**src/rtl/span_pkg.sv**
```systemverilog
package span_pkg;
    localparam int CNT_W = 13;
    localparam int ZI_W  = 24;
    localparam int ZI16  = 16;
    localparam int ZF_W  = 12;
    localparam int Z_W   = ZI_W + ZF_W;
    localparam int CI_W  = 8;
    localparam int CF_W  = 12;
    localparam int C_W   = CI_W + CF_W;
    localparam int NCH   = 3;
    localparam int ADR_W = 24;
    localparam int MSK_W = 16;
    localparam int IDX_W = $clog2(MSK_W);
    localparam int SEL_W = 4;

    typedef struct packed {
        logic [2:0]       cmp;        // [2]=eq [1]=gt [0]=lt
        logic             fast_z;
        logic             z24;
        logic             pseudo;
        logic             addr_hold;
        logic             col_hold;
        logic             z_hold;
        logic [MSK_W-1:0] mask;
    } ctl_t;

    localparam int CFG_W = $bits(ctl_t);

    localparam logic [SEL_W-1:0] RG_CTL = 4'd0;
    localparam logic [SEL_W-1:0] RG_CNT = 4'd1;
    localparam logic [SEL_W-1:0] RG_ADR = 4'd2;
    localparam logic [SEL_W-1:0] RG_ZI  = 4'd3;
    localparam logic [SEL_W-1:0] RG_ZF  = 4'd4;
    localparam logic [SEL_W-1:0] RG_ZSI = 4'd5;
    localparam logic [SEL_W-1:0] RG_ZSF = 4'd6;
    localparam logic [SEL_W-1:0] RG_CR  = 4'd7;
    localparam logic [SEL_W-1:0] RG_CG  = 4'd8;
    localparam logic [SEL_W-1:0] RG_CB  = 4'd9;
    localparam logic [SEL_W-1:0] RG_SR  = 4'd10;
    localparam logic [SEL_W-1:0] RG_SG  = 4'd11;
    localparam logic [SEL_W-1:0] RG_SB  = 4'd12;

    typedef enum logic [1:0] {S_IDLE, S_RUN, S_FIN} st_e;

    // Saturating step of an unsigned 8.12 color by a signed 8.12 slope.
    function automatic logic [C_W-1:0] sat_step(input logic [C_W-1:0] c,
                                                input logic [C_W-1:0] d);
        logic [C_W+1:0] s;
        s = {2'b00, c} + {{2{d[C_W-1]}}, d};
        if (s[C_W+1])  return '0;
        else if (s[C_W]) return '1;
        else           return s[C_W-1:0];
    endfunction

    // Applies the precision and fast-Z restrictions to a Z quantity.
    function automatic logic [Z_W-1:0] z_fold(input logic [Z_W-1:0] v,
                                              input logic z24,
                                              input logic fast);
        logic [Z_W-1:0] r;
        r = v;
        if (!z24) r[Z_W-1:ZI16+ZF_W] = '0;
        if (fast) r[ZF_W-1:0] = '0;
        return r;
    endfunction
endpackage

```
**src/rtl/span_seq.sv**
```systemverilog
module span_seq
    import span_pkg::*;
(
    input  logic             clk,
    input  logic             rst,
    input  logic             start,
    input  logic [CNT_W-1:0] count,
    output logic             load,
    output logic             step,
    output logic             busy,
    output logic             done,
    output logic [IDX_W-1:0] idx
);
    st_e              st;
    logic [CNT_W-1:0] left;
    logic             positive;

    assign positive = !count[CNT_W-1] && (count != '0);
    assign load = start && (st == S_IDLE);
    assign step = (st == S_RUN);
    assign busy = (st != S_IDLE);
    assign done = (st == S_FIN);

    always_ff @(posedge clk) begin
        if (rst) begin
            st   <= S_IDLE;
            left <= '0;
            idx  <= '0;
        end else begin
            case (st)
                S_IDLE: if (start) begin
                    idx  <= '0;
                    left <= count;
                    st   <= positive ? S_RUN : S_FIN;
                end
                S_RUN: begin
                    idx  <= idx + IDX_W'(1);
                    left <= left - CNT_W'(1);
                    if (left == CNT_W'(1)) st <= S_FIN;
                end
                default: st <= S_IDLE;
            endcase
        end
    end
endmodule

```
**src/rtl/span_zpath.sv**
```systemverilog
module span_zpath
    import span_pkg::*;
(
    input  logic            clk,
    input  logic            rst,
    input  logic            load,
    input  logic            step,
    input  logic            hold,
    input  logic            z24,
    input  logic            fast,
    input  logic [2:0]      cmp,
    input  logic [Z_W-1:0]  z_start,
    input  logic [Z_W-1:0]  z_slope,
    input  logic [ZI_W-1:0] stored_z,
    output logic [ZI_W-1:0] z_int,
    output logic            pass
);
    logic [Z_W-1:0]  acc;
    logic [ZI_W-1:0] ref_z;

    always_ff @(posedge clk) begin
        if (rst)                acc <= '0;
        else if (load)          acc <= z_fold(z_start, z24, fast);
        else if (step && !hold) acc <= z_fold(acc + z_fold(z_slope, z24, fast), z24, fast);
    end

    assign z_int = acc[Z_W-1:ZF_W];
    assign ref_z = z24 ? stored_z : {{(ZI_W-ZI16){1'b0}}, stored_z[ZI16-1:0]};
    assign pass  = (cmp[0] && (z_int <  ref_z)) ||
                   (cmp[1] && (z_int >  ref_z)) ||
                   (cmp[2] && (z_int == ref_z));
endmodule

```
**src/rtl/span_cpath.sv**
```systemverilog
module span_cpath
    import span_pkg::*;
(
    input  logic            clk,
    input  logic            rst,
    input  logic            load,
    input  logic            step,
    input  logic            hold,
    input  logic [C_W-1:0]  c_start,
    input  logic [C_W-1:0]  c_slope,
    output logic [CI_W-1:0] c_int
);
    logic [C_W-1:0] acc;

    always_ff @(posedge clk) begin
        if (rst)                acc <= '0;
        else if (load)          acc <= c_start;
        else if (step && !hold) acc <= sat_step(acc, c_slope);
    end

    assign c_int = acc[C_W-1:CF_W];
endmodule

```
**src/rtl/span_interp.sv**
```systemverilog
module span_interp
    import span_pkg::*;
(
    input  logic             clk,
    input  logic             rst,
    input  logic             cfg_we,
    input  logic [SEL_W-1:0] cfg_sel,
    input  logic [CFG_W-1:0] cfg_data,
    input  logic             start,
    input  logic [ZI_W-1:0]  stored_z,
    output logic             pix_valid,
    output logic             pix_we,
    output logic [ADR_W-1:0] pix_addr,
    output logic [ZI_W-1:0]  pix_z,
    output logic [CI_W-1:0]  pix_r,
    output logic [CI_W-1:0]  pix_g,
    output logic [CI_W-1:0]  pix_b,
    output logic             busy,
    output logic             done
);
    ctl_t             ctl_q;
    logic [CNT_W-1:0] cnt_q;
    logic [ADR_W-1:0] adr_q, addr_q;
    logic [ZI_W-1:0]  zi_q, zsi_q;
    logic [ZF_W-1:0]  zf_q, zsf_q;
    logic [C_W-1:0]   cst_q [NCH];
    logic [C_W-1:0]   csl_q [NCH];
    logic [CI_W-1:0]  col   [NCH];
    logic             load, step, pass;
    logic [IDX_W-1:0] idx;

    always_ff @(posedge clk) begin
        if (rst) begin
            ctl_q <= '0;
            cnt_q <= '0;
            adr_q <= '0;
            zi_q  <= '0;
            zf_q  <= '0;
            zsi_q <= '0;
            zsf_q <= '0;
            for (int i = 0; i < NCH; i++) begin
                cst_q[i] <= '0;
                csl_q[i] <= '0;
            end
        end else if (cfg_we) begin
            case (cfg_sel)
                RG_CTL: ctl_q    <= cfg_data;
                RG_CNT: cnt_q    <= cfg_data[CNT_W-1:0];
                RG_ADR: adr_q    <= cfg_data[ADR_W-1:0];
                RG_ZI:  zi_q     <= cfg_data[ZI_W-1:0];
                RG_ZF:  zf_q     <= cfg_data[ZF_W-1:0];
                RG_ZSI: zsi_q    <= cfg_data[ZI_W-1:0];
                RG_ZSF: zsf_q    <= cfg_data[ZF_W-1:0];
                RG_CR:  cst_q[0] <= cfg_data[C_W-1:0];
                RG_CG:  cst_q[1] <= cfg_data[C_W-1:0];
                RG_CB:  cst_q[2] <= cfg_data[C_W-1:0];
                RG_SR:  csl_q[0] <= cfg_data[C_W-1:0];
                RG_SG:  csl_q[1] <= cfg_data[C_W-1:0];
                RG_SB:  csl_q[2] <= cfg_data[C_W-1:0];
                default: ;
            endcase
        end
    end

    span_seq u_seq (
        .clk(clk), .rst(rst), .start(start), .count(cnt_q),
        .load(load), .step(step), .busy(busy), .done(done), .idx(idx)
    );

    span_zpath u_z (
        .clk(clk), .rst(rst), .load(load), .step(step),
        .hold(ctl_q.z_hold), .z24(ctl_q.z24), .fast(ctl_q.fast_z), .cmp(ctl_q.cmp),
        .z_start({zi_q, zf_q}), .z_slope({zsi_q, zsf_q}),
        .stored_z(stored_z), .z_int(pix_z), .pass(pass)
    );

    for (genvar g = 0; g < NCH; g++) begin : g_ch
        span_cpath u_c (
            .clk(clk), .rst(rst), .load(load), .step(step),
            .hold(ctl_q.col_hold), .c_start(cst_q[g]), .c_slope(csl_q[g]),
            .c_int(col[g])
        );
    end

    always_ff @(posedge clk) begin
        if (rst)                          addr_q <= '0;
        else if (load)                    addr_q <= adr_q;
        else if (step && !ctl_q.addr_hold) addr_q <= addr_q + ADR_W'(1);
    end

    assign pix_valid = step;
    assign pix_we    = step && pass && ctl_q.mask[idx];
    assign pix_addr  = addr_q;
    assign pix_r     = ctl_q.pseudo ? '0 : col[0];
    assign pix_g     = ctl_q.pseudo ? '0 : col[1];
    assign pix_b     = col[2];
endmodule

```
**config.mk**
```make
export PLATFORM = sky130hd
export DESIGN_NAME = span_interp
export DESIGN_NICKNAME = d
export VERILOG_FILES = /design/src/rtl/span_pkg.sv /design/src/rtl/span_seq.sv /design/src/rtl/span_zpath.sv /design/src/rtl/span_cpath.sv /design/src/rtl/span_interp.sv
export SDC_FILE = /design/constraint.sdc
export NUM_CORES = 1
export LEC_CHECK = 0
export BUFFER_PORTS_ARGS = -buffer_cell sky130_fd_sc_hd__buf_2
export CAP_MARGIN = 30
export CORE_ASPECT_RATIO = 0.9
export CORE_MARGIN = 5
export CORE_UTILIZATION = 55
export CTS_CLUSTER_DIAMETER = 150
export DETAILED_ROUTE_END_ITERATION = 12
export PLACE_DENSITY_LB_ADDON = 0.1
export SYNTH_ARGS = -nofsm -noshare
export SYNTH_HDL_FRONTEND = slang
export SYNTH_SLANG_ARGS = --single-unit
```
**constraint.sdc**
```tcl
create_clock -name clk -period 3.3 [get_ports clk]
set_clock_uncertainty 0.15 [all_clocks]
set_input_delay 0 -clock clk [delete_from_list [all_inputs] [get_ports clk]]
set_output_delay 0 -clock clk [all_outputs]
set_load 0.01 [all_outputs]
```
==> run metrics <==
Slew @ Worst Pin=1010 ps; Starting Density=55.9%; Final Hold Fails=0; crit-path leading delay family=compound AO/OA/AOI/OAI gates; Area contributors post-synth=dfxtp_1 26%, edfxtp_1 17%, ha_1 7.5%; vias per cell=6.05; outcome=complete, but fails checks; drt first pass iters=6; die width=216 um; clock buffer depth=3; Post-synth EDFFs=120; highest-delay cell along the critical path=a211oi_4; crit start category=flop; Hold Path Class=in -> reg; CP Data Arrival Time=3670 ps; Setup crit end kind=flop; Slew Limit Fails=0; total core area=37500 um2; CP required=3640 ps; crit path cell chain=ha_2, fa_2, a21oi_2, o21a_2, nor3_4, o41ai_2, buf_4, a311o_1, nand4_1, a211oi_4, buf_12, a2111oi_4, nor3_2; first-pass GRT wire length=97500 um; largest net degree at the start of global routing=134; final wirelength=63100 um; maxcap violations=0; peak supply drop=0.400 mV; vias in the first global route=17.2k; FFs w/ async S/R, synth=0%; WL/cell=20.9 um; layout net count=2684; initial drt markers=1547; gr ovfl total=0; Multi-input gate area=11200 um2; WS Path Type=reg -> reg; min Tclk post-route=3330 ps; gr usage total=28.9%; layout cell share with drive strength beyond 1=16.4%; final setup fails=6; Syn Area/Cell=8.95 um2; Worst-path clk slew=60 ps; Fillers=3118; final worst-path cycle share=101%; Sequential Area=9070 um2; CTS tree=built; Placed Cells incl. Taps=2885; Fmax=300 MHz; Slew HR=32.8%; post-synthesis cell count=2341; ANT nets after route=0; Die ar.=42100 um2; num rows=67; syn nets=2528; # DRC=0; crit-path max FO=7; synth unique cells=89; power per cell area=545 nW/um2; Post-synth top flop=dfxtp_1; Buf/Inv on CP=2; synthesized area=21000 um2; failing checks=setup timing; Post-synth top cells=340 x nand2_1, 273 x dfxtp_1, 251 x a21oi_1; H-tree levels=2; # port buffers=132; Die Height=195 um; Num CTS Buffers=41; Syn-to-layout area delta=16.9%; Worst Slack Setup Final=-32.7 ps; pre-CTS WS=-92.4 ps; hpwl dp=43700 um; routability cong.=0.930; Synth top area share=26.1%; Yosys top cell by area=dfxtp_1; clk sinks=393; routed via count=18.2k; cell with the most instances after synthesis=nand2_1; TNS Setup=-99.8 ps; Non-Filler Instances=3013; synthesized flop and latch total=393; Root Buffer=clkbuf_16; Top-Level Pins=133; clock insertion delay at the later pin of the skew report=580 ps; initial antenna violation count=4; unrepaired setup endpoints after global routing=yes; crit-path max cell delay=410 ps; sequential share of the synthesized area=43.3%; Pleak=9.96 nW; warnings from Yosys=0
## per-layer routing
layer / part of all wire [%] / GRT usage (%) / up-vias / routed length [um]
li1: - / - / 8688 / -
met1: 45 / 42.8 / 8665 / 28700
met2: 43 / 43.0 / 771 / 27100
met3: 9.5 / 6.33 / 89 / 5980
met4: 2.1 / 7.61 / 6 / 1360
met5: 0.062 / 0 / - / 39
## sequential cells by signal, indices dropped and copies added (netlist names)
| name | cells |
|---|---|
| csl_q | 60 |
| pix_addr | 24 |
| cst_q | 60 |
| cnt_q | 13 |
| zsi_q | 24 |
| adr_q | 24 |
| g_ch.u_c.acc | 60 |
| zf_q | 12 |
| zsf_q | 12 |
| u_seq.idx | 4 |
| u_seq.left | 13 |
| zi_q | 24 |
| u_z.acc | 36 |
| ctl_q | 25 |
| u_seq.st | 2 |
## layout make-up
cell class / instances / area share (%)
diodes: 1 / 0.0102
clock buffers: 56 / 4.62
clock inverters: 19 / 1.27
inverters: 46 / 0.705
multi-input cells: 1735 / 45.8
flip-flops and latches: 393 / 37.0
well taps: 483 / 2.47
repair buffers: 280 / 8.06
## cell families after synthesis
| kind of cell | share of synthesized area [%] |
|---|---|
| simple gates | 17.4 |
| compound gates | 20.5 |
| flops | 43.3 |
| buf+inv | 4.75 |
| fa+ha+maj | 7.90 |
| xor+xnor | 4.22 |
| mux | 1.92 |
## through the flow
step           instance area, um2  total power, mW  utilization [%]  hold WS (ps)
2_1_floorplan               21000             7.44                -         -14.0
3_3_place_gp                22200             8.22             59.2           108
3_5_place_dp                22200             8.27             59.3           112
4_1_cts                     24100             13.3             64.4          57.5
5_1_grt                     24500             13.9             65.4          99.4
6_report                    24500             13.4             65.4          82.9
## worst reg2reg max path, delay by kind of cell, from the launching register on
family / cells / cell delay [ps]
fa+ha+maj: 2 / 570
compound gates: 6 / 1370
flops: 1 / 380
simple gates: 3 / 440
buf+inv: 2 / 350
## report_power, final
group	internal, mW	switching, mW
logic	1.16	1.70
registers	5.28	0.230
clock network	2.92	2.06
total	9.36	3.99
## what timing repair did
item                                    4_1_cts  5_1_grt
endpoints found under the setup margin       48       62
hold buffers                                 37        0
gates resized for setup                      18       60
pin swaps                                    12       39
buffers inserted                              5        8
cloned                                        0        1
hold endpoints to repair                    316        0
## cell usage in the layout (no fill, tap or decap), drive strengths merged, types with 20 or more instances in the layout
cell / synthesis / layout
o21ai: 95 / 95
dlygate4sd3: 0 / 37
a211oi: 73 / 73
clkbuf: 118 / 58
nor3: 49 / 49
edfxtp: 120 / 120
nand2: 340 / 340
nand3: 32 / 32
dfxtp: 273 / 273
a21o: 48 / 48
ha: 126 / 126
a21oi: 252 / 252
a22oi: 36 / 36
nor2b: 36 / 36
xnor2: 60 / 60
and2: 53 / 53
inv: 46 / 48
o21bai: 20 / 20
a31oi: 21 / 21
xor2: 41 / 41
nor2: 215 / 215
buf: 49 / 241
mux2i: 29 / 29
## path summary, 6_finish.rpt
kind,startpoint,endpoint,slack [ps],cells after the start
setup / recovery,csl_q[0][0],g_ch[0].u_c.acc[0],-30,13
hold / removal,cfg_data[24],ctl_q[24],80,4
setup reg to reg,csl_q[0][0],g_ch[0].u_c.acc[0],-30,13
hold reg to reg,ctl_q[15],ctl_q[15],300,2
No activity file was read; power rests on OpenSTA's default activity.
